--- src/rtl/cam_prio_pkg.sv ---
package cam_prio_pkg;
  typedef enum logic [1:0] {
    LCMD_HOLD = 2'd0,
    LCMD_LOAD = 2'd1,
    LCMD_RETIRE = 2'd2
  } latch_cmd_e;

  function automatic latch_cmd_e pick_cmd(input logic cmp, input logic adv);
    if (cmp) return LCMD_LOAD;
    else if (adv) return LCMD_RETIRE;
    else return LCMD_HOLD;
  endfunction
endpackage

--- src/rtl/cam_prio_enc.sv ---
module cam_prio_enc #(
  parameter int N = 16,
  localparam int IW = (N > 1) ? $clog2(N) : 1
) (
  input  logic [N-1:0]  req,
  output logic [IW-1:0] idx,
  output logic          found,
  output logic [N-1:0]  first_oh
);
  always_comb begin
    idx = '0;
    found = 1'b0;
    for (int i = N - 1; i >= 0; i--) begin
      if (req[i]) begin
        idx = IW'(i);
        found = 1'b1;
      end
    end
  end

  assign first_oh = req & (~req + N'(1));
endmodule

--- src/rtl/cam_resp_latch.sv ---
module cam_resp_latch
  import cam_prio_pkg::*;
#(
  parameter int N = 16
) (
  input  logic         clk,
  input  logic         rst_n,
  input  logic         cmp,
  input  logic         adv,
  input  logic [N-1:0] hits,
  input  logic [N-1:0] first_oh,
  output logic [N-1:0] pend
);
  latch_cmd_e cmd;
  assign cmd = pick_cmd(cmp, adv);

  always_ff @(posedge clk) begin
    if (!rst_n) pend <= '0;
    else begin
      unique case (cmd)
        LCMD_LOAD:   pend <= hits;
        LCMD_RETIRE: pend <= pend & ~first_oh;
        default:     pend <= pend;
      endcase
    end
  end
endmodule

--- src/rtl/cam_flag_cascade.sv ---
module cam_flag_cascade #(
  parameter int N = 16
) (
  input  logic         clk,
  input  logic         rst_n,
  input  logic         cmp,
  input  logic         wr,
  input  logic [N-1:0] hits,
  input  logic [N-1:0] valid_vec,
  input  logic         match_in,
  input  logic         mmatch_in,
  input  logic         full_in,
  input  logic         chain_last,
  output logic         match_out,
  output logic         mmatch_out,
  output logic         full_out,
  output logic         sts_drive
);
  logic loc_hit_q, loc_multi_q, loc_full_q;
  logic multi_now;

  assign multi_now = |(hits & (hits - N'(1)));

  always_ff @(posedge clk) begin
    if (!rst_n) begin
      loc_hit_q   <= 1'b0;
      loc_multi_q <= 1'b0;
      loc_full_q  <= 1'b0;
    end else begin
      if (cmp) begin
        loc_hit_q   <= |hits;
        loc_multi_q <= multi_now;
      end
      if (wr) loc_full_q <= &valid_vec;
    end
  end

  assign match_out  = loc_hit_q | match_in;
  assign mmatch_out = mmatch_in | loc_multi_q | (loc_hit_q & match_in);
  assign full_out   = loc_full_q & full_in;
  assign sts_drive  = (loc_hit_q & ~match_in) | (chain_last & ~match_out);
endmodule

--- src/rtl/cam_cascade_prio.sv ---
module cam_cascade_prio #(
  parameter int ENTRIES = 16,
  localparam int IDX_W = (ENTRIES > 1) ? $clog2(ENTRIES) : 1
) (
  input  logic               clk,
  input  logic               rst_n,
  input  logic               cmp_strobe,
  input  logic               wr_strobe,
  input  logic               adv_strobe,
  input  logic               oe,
  input  logic               chain_last,
  input  logic [ENTRIES-1:0] match_vec,
  input  logic [ENTRIES-1:0] valid_vec,
  input  logic               match_in,
  input  logic               mmatch_in,
  input  logic               full_in,
  output logic [IDX_W-1:0]   hp_addr,
  output logic               addr_vld,
  output logic               match_out,
  output logic               mmatch_out,
  output logic               full_out,
  output logic               sts_drive
);
  logic [ENTRIES-1:0] hits, pend, first_oh;
  logic [IDX_W-1:0]   enc_idx;
  logic               enc_found;

  assign hits = match_vec & valid_vec;

  cam_prio_enc #(.N(ENTRIES)) u_enc (
    .req(pend), .idx(enc_idx), .found(enc_found), .first_oh(first_oh)
  );

  cam_resp_latch #(.N(ENTRIES)) u_latch (
    .clk(clk), .rst_n(rst_n), .cmp(cmp_strobe), .adv(adv_strobe),
    .hits(hits), .first_oh(first_oh), .pend(pend)
  );

  cam_flag_cascade #(.N(ENTRIES)) u_flags (
    .clk(clk), .rst_n(rst_n), .cmp(cmp_strobe), .wr(wr_strobe),
    .hits(hits), .valid_vec(valid_vec), .match_in(match_in),
    .mmatch_in(mmatch_in), .full_in(full_in), .chain_last(chain_last),
    .match_out(match_out), .mmatch_out(mmatch_out), .full_out(full_out),
    .sts_drive(sts_drive)
  );

  assign addr_vld = oe & enc_found;
  assign hp_addr  = addr_vld ? enc_idx : '0;
endmodule

--- config.mk ---
export PLATFORM = sky130hd
export DESIGN_NAME = cam_cascade_prio
export DESIGN_NICKNAME = d
export VERILOG_FILES = /design/src/rtl/cam_prio_pkg.sv /design/src/rtl/cam_prio_enc.sv /design/src/rtl/cam_resp_latch.sv /design/src/rtl/cam_flag_cascade.sv /design/src/rtl/cam_cascade_prio.sv
export SDC_FILE = /design/constraint.sdc
export NUM_CORES = 1
export LEC_CHECK = 0
export ABC_AREA = 1
export BUFFER_PORTS_ARGS = -buffer_cell sky130_fd_sc_hd__buf_2
export CORE_MARGIN = 1.5
export CORE_UTILIZATION = 35
export DETAILED_ROUTE_END_ITERATION = 7
export GPL_TIMING_DRIVEN = 0
export HOLD_SLACK_MARGIN = 0.05
export PLACE_DENSITY = 0.62
export SLEW_MARGIN = 40
export SYNTH_ARGS = -nofsm -noshare
export SYNTH_HDL_FRONTEND = slang
export SYNTH_SLANG_ARGS = --single-unit
--- constraint.sdc ---
create_clock -name clk -period 1.85 [get_ports clk]
set_input_delay 0.185 -clock clk [delete_from_list [all_inputs] [get_ports clk]]
set_output_delay 0.185 -clock clk [all_outputs]
set_load 0.05 [all_outputs]
==> reports/metrics.csv, run 1 <==
metric,value,unit
status,finished with violations,
violations,setup timing,
place_area,0.00174,mm^2
reg2reg_to,u_latch.pend[13],
cp.required,1660,ps
worst_pin_slew,487,ps
grt_max_degree,11,
die-height,66.7,um
highest_layer,met4,
drv_slew,0,
cp_max_fo,3,
routed_wl,3.69,mm
rsz0062_at_grt,yes,
r2r_cells,14,
fin_skew,1.85,ps
core_area,0.00377,mm^2
dr.first_iter.drc_count,30,
ys_ff_latch,19,
yosysWarnings,0,
nNetsFinal,337,
drt_pass1_iterations,4,
cts_buffers,3,
worstSetupPathType,register to primary output,
cts.sinks,19,
cts_tree,built,
wl_met1,1.87,mm
syn_inst,228,
static-leakage-power,0.000976,uW
hold_viol_final,0,
met2_length,1.63,mm
yosysTopAreaCell,dfxtp_1,
wl_met3,126,um
path_cells,inv_2 -> nand3_4 -> nor2_4 -> nand2_2 -> inv_2 -> nand4_2 -> or2_1 -> nand2_2 -> inv_2 -> nand2_2 -> nor2_2 -> buf_6,
min_period,1880,ps
drt-vias-per-instance,4.75,
dp_hpwl,2.87,mm
grt_pass1_wl,6.01,mm
routabilityCongestion,0.864,
power.density,611,mW/mm^2
grt_pass1_vias,1405,
portBuffers,49,
grt_overflow_total,0,
antennaDiodeCount,0,
die_w,66.7,um
fin_tns_setup,-48.7,ps
wire_per_inst,10.8,um
hold_end,u_flags.loc_full_q,
start_kind,register,
regToRegSetupSlack,70,ps
synth_area,0.00142,mm^2
placement_rows,22,
maxSlewHeadroom,0.675,
syn_nets,270,
min_path_type,input pin to register,
yosysSeqAreaShare,0.268,
synth.top_cell.area_share,0.268,
ant_nets,0,
synthArstFlopShare,0,
postCtsHoldBufs,0,
fin_crit_sh,1.01,
vdd_drop_max,0.000190,V
cp-end-kind,primary output,
whs_path_depth,2,
r2r-start,u_latch.pend[2],
cap_violations,0,
holdCritStartpoint,wr_strobe,
root_buffer,clkbuf_8,
whs,110,ps
synthFlopType,dfxtp_1,
critical_path.top_delay_family,simple AND/OR/NAND/NOR gates,
timing.final.ws_setup,-26.4,ps
drive_gt1_frac,0.391,
die-area,0.00445,mm^2
crit_slowest_cell,dfxtp_2,
arrival,1690,ps
clkTransAtPathRegs,70,ps
ys_top_cells_by_area,"dfxtp_1, nand2_1, inv_1",
drc,0,
ys_types,35,
synth_edf_count,0,
syn_avg_cell_area,6.23,um^2
pin_count,51,
area_growth,37.3,%
start_util,0.377,
cts_max_level,1,
grt_util_all_layers,0.173,
clock_path_buffers,2,
antenna_found_initial,0,
vias,1625,
critPathBufInv,4,
fmax,533,MHz
postLayoutCellArea,0.00195,mm^2
max_stage_delay,330,ps
clk_latency,250,ps
setup_viol,2,
[cells by family (layout without fill, tap and decap cells)]
group | after synthesis | count (layout) | share of synthesized area
AOI/OAI and AO/OA | 57 | 57 | 0.226
DFF | 19 | 19 | 0.268
buffers and inverters | 41 | 107 | 0.109
and+or+nand+nor | 111 | 111 | 0.397
[worst max path at each step]
stage / end / from / cells after the start / slack [ps]
after global placement: hp_addr[1] / u_latch.pend[0] / 12 / 140
final: hp_addr[1] / u_latch.pend[2] / 12 / -30
after global routing: hp_addr[1] / u_latch.pend[2] / 12 / -110
after detailed placement: hp_addr[1] / u_latch.pend[0] / 12 / 140
after CTS: hp_addr[1] / u_latch.pend[5] / 12 / -80
after floorplan: hp_addr[0] / u_latch.pend[6] / 11 / 70
[area by class of cell]
cell class / count / area (um^2)
clock buffers: 4 / 45.0
repair buffers: 62 / 368
plain buffers: 4 / 16.3
flip-flops and latches: 19 / 390
fillers: 390 / 1820
inverters: 37 / 139
multi-input cells: 168 / 933
well taps: 48 / 60.1
[layout by cell type (no fill, tap or decap), drive strengths merged, types with 5 or more instances in the layout]
master / synthesis / routed
clkbuf: 2 / 6
nor3: 6 / 6
nor2: 26 / 26
nand4: 6 / 6
nand3: 7 / 7
a21oi: 20 / 20
nand2: 62 / 62
a211oi: 5 / 5
dfxtp: 19 / 19
inv: 36 / 36
o21ai: 22 / 22
buf: 2 / 64
[report_power, final]
part           switching [uW]  internal (uW)  leakage, uW  total, uW
clock                     132            153    0.0000228        286
combinational             267            181     0.000793        449
sequential               22.7            436     0.000160        458
total                     422            770     0.000976       1190
[synthesized netlist by cell type, drive strengths merged (2+ instances only)]
cell type and number:
a211oi 5, a21oi 20, a31oi 2, buf 2, clkbuf 2, dfxtp 19, inv 36, nand2 62
nand3 7, nand4 6, nor2 26, nor3 6, o21ai 22, o221ai 2, o22ai 2, or2 2
[per-layer routing]
metal  global-route usage  up-vias
met5                    0        -
met3               0.0101        5
li1                     -      885
met4               0.0612        0
met2                0.291       41
met1                0.234      694
[flip-flops by register name (all words and copies together) (netlist names)]
signal / count
u_latch.pend: 16
u_flags.loc_full_q: 1
u_flags.loc_multi_q: 1
u_flags.loc_hit_q: 1
[per-stage QoR]
step	util	std cells	worst slack, ps	total power (uW)
finish	0.518	342	-26.4	1190
global placement	0.461	325	141	841
CTS	0.499	338	-80.3	1170
global route	0.518	342	-113	1270
floorplan	-	228	65.5	730
detailed placement	0.461	325	140	843
[timing repair]
item                       CTS  global route
resized for setup           11            17
setup buffers                9             4
pin swaps                    6             5
setup endpoints to repair    5            11
Note: power is estimated with default switching activity, not from simulation.
==> run 2, diff against run 1 <==
--- a/config.mk
+++ b/config.mk
@@ -9,6 +9,7 @@
 export BUFFER_PORTS_ARGS = -buffer_cell sky130_fd_sc_hd__buf_2
 export CORE_MARGIN = 1.5
 export CORE_UTILIZATION = 35
+export CTS_BUF_LIST = sky130_fd_sc_hd__clkbuf_8
 export DETAILED_ROUTE_END_ITERATION = 7
 export GPL_TIMING_DRIVEN = 0
 export HOLD_SLACK_MARGIN = 0.05
==> run 2 against run 1 <==
  * Flip-flop and latch count stayed put
  * Hold slack barely moved
  * Design area unchanged
  * Critical path depth is the same
  * Critical path type unchanged
  * The flow still finishes with violations (setup timing)
  * Die area did not move
==> reports/metrics.csv, run 2 (same netlist as run 1, synthesis figures left out) <==
metric,value,unit,change
maxSlewHeadroom,0.677,,+0.00199
max_stage_delay,330,ps,about the same
largest_register,u_latch.pend,,
nNetsFinal,337,,unchanged
routabilityCongestion,0.864,,unchanged
setup_viol,2,,unchanged
cp_max_fo,3,,unchanged
dr.first_iter.drc_count,30,,unchanged
die-height,66.7,um,unchanged
cts_max_level,1,,unchanged
grt_pass1_wl,6.01,mm,unchanged
start_kind,register,,
die_w,66.7,um,unchanged
area_growth,37.3,%,unchanged
root_buffer,clkbuf_8,,
utilization,0.518,,unchanged
drive_gt1_frac,0.391,,unchanged
status,finished with violations,,
mostFrequentLayoutCells,"nand2_1, buf_2, inv_1, o21ai_0, a21oi_1",,
worst_pin_slew,484,ps,-2.99 ps
min_period,1870,ps,-1.75 ps
timing.final.ws_setup,-24.7,ps,+1.75 ps
fmax,533,MHz,about the same
portBuffers,49,,unchanged
path_cells,inv_2 -> nand3_4 -> nor2_4 -> nand2_2 -> inv_2 -> nand4_2 -> or2_1 -> nand2_2 -> inv_2 -> nand2_2 -> nor2_2 -> buf_6,,
wire_per_inst,10.8,um,unchanged
cp.required,1660,ps,about the same
vdd_drop_max,0.000190,V,about the same
fin_skew,2.42,ps,+0.566 ps
grt_max_degree,11,,unchanged
drv_slew,0,,unchanged
start_util,0.377,,unchanged
dp_hpwl,2.87,mm,unchanged
drc,0,,unchanged
violations,setup timing,,
critical_path.top_delay_family,simple AND/OR/NAND/NOR gates,,
reg2reg_to,u_latch.pend[13],,
postCtsHoldBufs,0,,unchanged
cap_violations,0,,unchanged
antenna_found_initial,0,,unchanged
arrival,1690,ps,about the same
clkTransAtPathRegs,70,ps,about the same
cts_buffers,3,,unchanged
multi_input_area,933,um^2,unchanged
core_area,0.00377,mm^2,unchanged
routed_wl,3.69,mm,unchanged
hold_viol_final,0,,unchanged
fin_tns_setup,-45.2,ps,+3.49 ps
regToRegSetupSlack,70,ps,about the same
die-area,0.00445,mm^2,unchanged
whs_path_depth,2,,unchanged
drt-vias-per-instance,4.72,,-0.74%
cts.sinks,19,,unchanged
largest_reg_flops,16,,unchanged
vias,1613,,-0.74%
whs,109,ps,-0.469 ps
cts_tree,built,,
clk_latency,260,ps,about the same
min_path_type,input pin to register,,
ant_nets,0,,unchanged
grt_overflow_total,0,,unchanged
cp-end-kind,primary output,,
hold_end,u_flags.loc_full_q,,
antennaDiodeCount,0,,unchanged
worstSetupPathType,register to primary output,,
power.density,609,mW/mm^2,-0.36%
placement_rows,22,,unchanged
critPathBufInv,4,,unchanged
cp.depth,12,,unchanged
r2r-start,u_latch.pend[2],,
ff_latch_area,390,um^2,unchanged
place_area,0.00174,mm^2,unchanged
clock_path_buffers,2,,unchanged
crit_slowest_cell,dfxtp_2,,
holdCritStartpoint,wr_strobe,,
drt_pass1_iterations,4,,unchanged
static-leakage-power,0.000980,uW,+0.42%
startpoint,u_latch.pend[2],,
r2r_cells,14,,unchanged
pin_count,51,,unchanged
rsz0062_at_grt,yes,,
fin_crit_sh,1.01,,about the same
final_common_cell,nand2_1,,
grt_pass1_vias,1405,,unchanged
postLayoutCellArea,0.00195,mm^2,unchanged
n_fill_cell,390,,unchanged
grt_util_all_layers,0.173,,unchanged
-- run 2: cell type report --
cell class	instances	area share
inverters	37	0.0712
flip-flops and latches	19	0.200
clock buffers	3	0.0212
clock inverters	1	0.00192
well taps	48	0.0308
repair buffers	62	0.188
multi-input cells	168	0.478
plain buffers	4	0.00833
-- run 2: worst max-delay path by stage --
stage                     slack (ps)         end
after floorplan                   70  hp_addr[0]
after global placement           140  hp_addr[1]
after detailed placement         140  hp_addr[1]
after CTS                        -80  hp_addr[1]
after global routing            -110  hp_addr[1]
final                            -20  hp_addr[1]
-- run 2: stage by stage --
stage               worst slack, ps  total power (uW)  cells
floorplan                      65.5               730    228
global placement                141               841    325
detailed placement              140               843    325
CTS                           -80.3              1160    338
global route                   -113              1260    342
finish                        -24.7              1190    342
-- run 2: metal layers --
metal,wire length [um],track usage
met1,1860,0.234
met2,1630,0.291
met3,135,0.0101
met4,60,0.0612
met5,0,0
-- run 2: what timing repair did --
| action | CTS | global route |
|---|---|---|
| pin swaps | 6 | 5 |
| gates cloned | 0 | 0 |
| setup buffers | 9 | 4 |
| gates resized for setup | 11 | 17 |
| setup endpoints to repair | 5 | 11 |
-- run 2: power breakdown --
group | total [uW] | internal, uW | switching, uW | leakage [uW]
registers | 458 | 436 | 22.8 | 0.000160
logic | 448 | 181 | 267 | 0.000793
clock network | 281 | 148 | 134 | 0.0000269
total | 1190 | 765 | 424 | 0.000980
==> run 3, diff against run 2 <==
--- a/config.mk
+++ b/config.mk
@@ -14,6 +14,7 @@
 export GPL_TIMING_DRIVEN = 0
 export HOLD_SLACK_MARGIN = 0.05
 export PLACE_DENSITY = 0.62
+export SKIP_CTS_REPAIR_TIMING = 1
 export SLEW_MARGIN = 40
 export SYNTH_ARGS = -nofsm -noshare
 export SYNTH_HDL_FRONTEND = slang
==> run 3 against run 2 <==
  * The flow still finishes with violations (setup timing)
  * Power shrank 1.8%
  * Cell count fell by 0.88%
  * Via count down 0.12%
  * Highest routed layer unchanged
  * Routed wire length shrank 2.7%
  * Hold slack improved by 1.4 ps
  * Register-to-register slack improved by 280 ps
  * First-iteration DRC count down 37%
  * Global-route usage decreased by 0.57 points
  * Non-clock buffer count fell by 3
==> reports/metrics.csv, run 3 (same netlist as run 1, synthesis figures left out) <==
metric,value,unit,change
regToRegSetupSlack,350,ps,+280 ps
postLayoutCellArea,0.00192,mm^2,-1.4%
path_cells,inv_2 -> nand3_4 -> nor2_4 -> nand2_2 -> inv_2 -> nand4_2 -> or2_1 -> nand2_2 -> inv_2 -> nand2_2 -> nor2_2 -> buf_6,,
critPathBufInv,4,,unchanged
drt-vias-per-instance,4.75,,+0.76%
worst_pin_slew,477,ps,-7.61 ps
area_growth,35.4,%,
grt_overflow_total,0,,unchanged
nNetsFinal,334,,-0.89%
wire_per_inst,10.6,um,-1.8%
grt_pass1_wl,5.84,mm,-2.9%
cts_tree,built,,
antennaDiodeCount,0,,unchanged
cp.required,1660,ps,about the same
mostFrequentLayoutCells,"nand2_1, buf_2, inv_1, o21ai_0, a21oi_1",,
clock_path_buffers,2,,unchanged
core_area,0.00377,mm^2,unchanged
cts_buffers,3,,unchanged
rsz0062_at_grt,yes,,
antenna_found_initial,0,,unchanged
whs,111,ps,+1.36 ps
placement_rows,22,,unchanged
root_buffer,clkbuf_8,,
cp_max_fo,3,,unchanged
p_total,1170,uW,-1.8%
min_period,1930,ps,+57.7 ps
dr.first_iter.drc_count,19,,-37%
drv_slew,0,,unchanged
clk_latency,250,ps,about the same
use_met1,0.231,,-0.00308
start_util,0.377,,unchanged
status,finished with violations,,
min_path_type,input pin to register,,
cts_max_level,1,,unchanged
reg2reg_to,u_latch.pend[13],,
holdCritStartpoint,wr_strobe,,
vias,1611,,-0.12%
worstSetupPathType,register to primary output,,
busiest_layer,met2,,
drt_pass1_iterations,4,,unchanged
final_common_cell,nand2_1,,
met2_usage,0.275,,-0.0162
routed_wl,3.59,mm,-2.7%
start_kind,register,,
r2r-start,u_latch.pend[1],,
hold_end,u_flags.loc_full_q,,
die_w,66.7,um,unchanged
cp.depth,12,,unchanged
place_area,0.00174,mm^2,unchanged
cap_violations,0,,unchanged
arrival,1750,ps,+60 ps
cp-end-kind,primary output,,
cts.sinks,19,,unchanged
power.density,606,mW/mm^2,-0.45%
fin_crit_sh,1.04,,+0.0312
grt_util_all_layers,0.168,,-0.00565
met3_usage,0.0101,,unchanged
fmax,518,MHz,-3.0%
whs_path_depth,2,,unchanged
setup_viol,3,,+1
largest_register,u_latch.pend,,
violations,setup timing,,
maxSlewHeadroom,0.682,,+0.00507
die-area,0.00445,mm^2,unchanged
dp_hpwl,2.87,mm,unchanged
portBuffers,49,,unchanged
pin_count,51,,unchanged
crit_slowest_cell,dfxtp_2,,
vdd_drop_max,0.000193,V,+1.2%
hold_viol_final,0,,unchanged
static-leakage-power,0.000968,uW,-1.2%
grt_max_degree,11,,unchanged
timing.final.ws_setup,-82.4,ps,-57.7 ps
grt_pass1_vias,1362,,-3.1%
ant_nets,0,,unchanged
clkTransAtPathRegs,70,ps,about the same
largest_reg_flops,16,,unchanged
fin_skew,1.71,ps,-0.707 ps
max_stage_delay,320,ps,about the same
drc,0,,unchanged
routabilityCongestion,0.864,,unchanged
die-height,66.7,um,unchanged
r2r_cells,11,,-3
n_fill_cell,395,,+1.3%
critical_path.top_delay_family,simple AND/OR/NAND/NOR gates,,
drive_gt1_frac,0.354,,-0.0372
==> run 3: stage by stage <==
stage          utilization  std cells  worst slack, ps  setup TNS, ps
3_3_place_gp         0.461        325              141              0
3_5_place_dp         0.461        325              140              0
2_1_floorplan            -        228             65.5              0
6_report             0.510        339            -82.4           -228
4_1_cts              0.473        329             -152           -440
5_1_grt              0.510        339             -183           -633
==> run 3: area by class of cell <==
type | count | area, um^2 | share of cell area
multi-input cells | 168 | 922 | 0.479
well taps | 48 | 60.1 | 0.0312
repair buffers | 59 | 355 | 0.185
plain buffers | 4 | 16.3 | 0.00845
clock inverters | 1 | 3.75 | 0.00195
flip-flops and latches | 19 | 384 | 0.200
inverters | 37 | 141 | 0.0735
clock buffers | 3 | 41.3 | 0.0215
==> run 3: how the worst max path moves through the flow <==
stage,start,to
floorplan,u_latch.pend[6],hp_addr[0]
global placement,u_latch.pend[0],hp_addr[1]
detailed placement,u_latch.pend[0],hp_addr[1]
CTS,u_latch.pend[0],hp_addr[1]
global route,u_latch.pend[1],hp_addr[1]
finish,u_latch.pend[1],hp_addr[1]
==> run 3: worst reg2reg max path: stages (launching register included) <==
cell and delay [ps]:
dfxtp_2 320, inv_2 80, nand3_4 90, nor2_4 130, nand2_2 70, buf_4 130
nor2_2 110, nand2_1 90, o21ai_1 170, nand2_1 70, nand2_1 70, a21oi_1 60
==> run 3: where the power goes <==
group | switching [uW] | total (uW) | leakage, uW | internal (uW)
Combinational | 260 | 432 | 0.000783 | 172
Clock | 130 | 278 | 0.0000269 | 147
Sequential | 22.2 | 456 | 0.000158 | 434
Total | 413 | 1170 | 0.000968 | 754
==> run 3: per-layer routing <==
| layer | up-vias | share of wire |
|---|---|---|
| met2 | 54 | 0.44 |
| met4 | 0 | 0.017 |
| met5 | - | 0 |
| met1 | 676 | 0.49 |
| met3 | 5 | 0.051 |
| li1 | 876 | - |
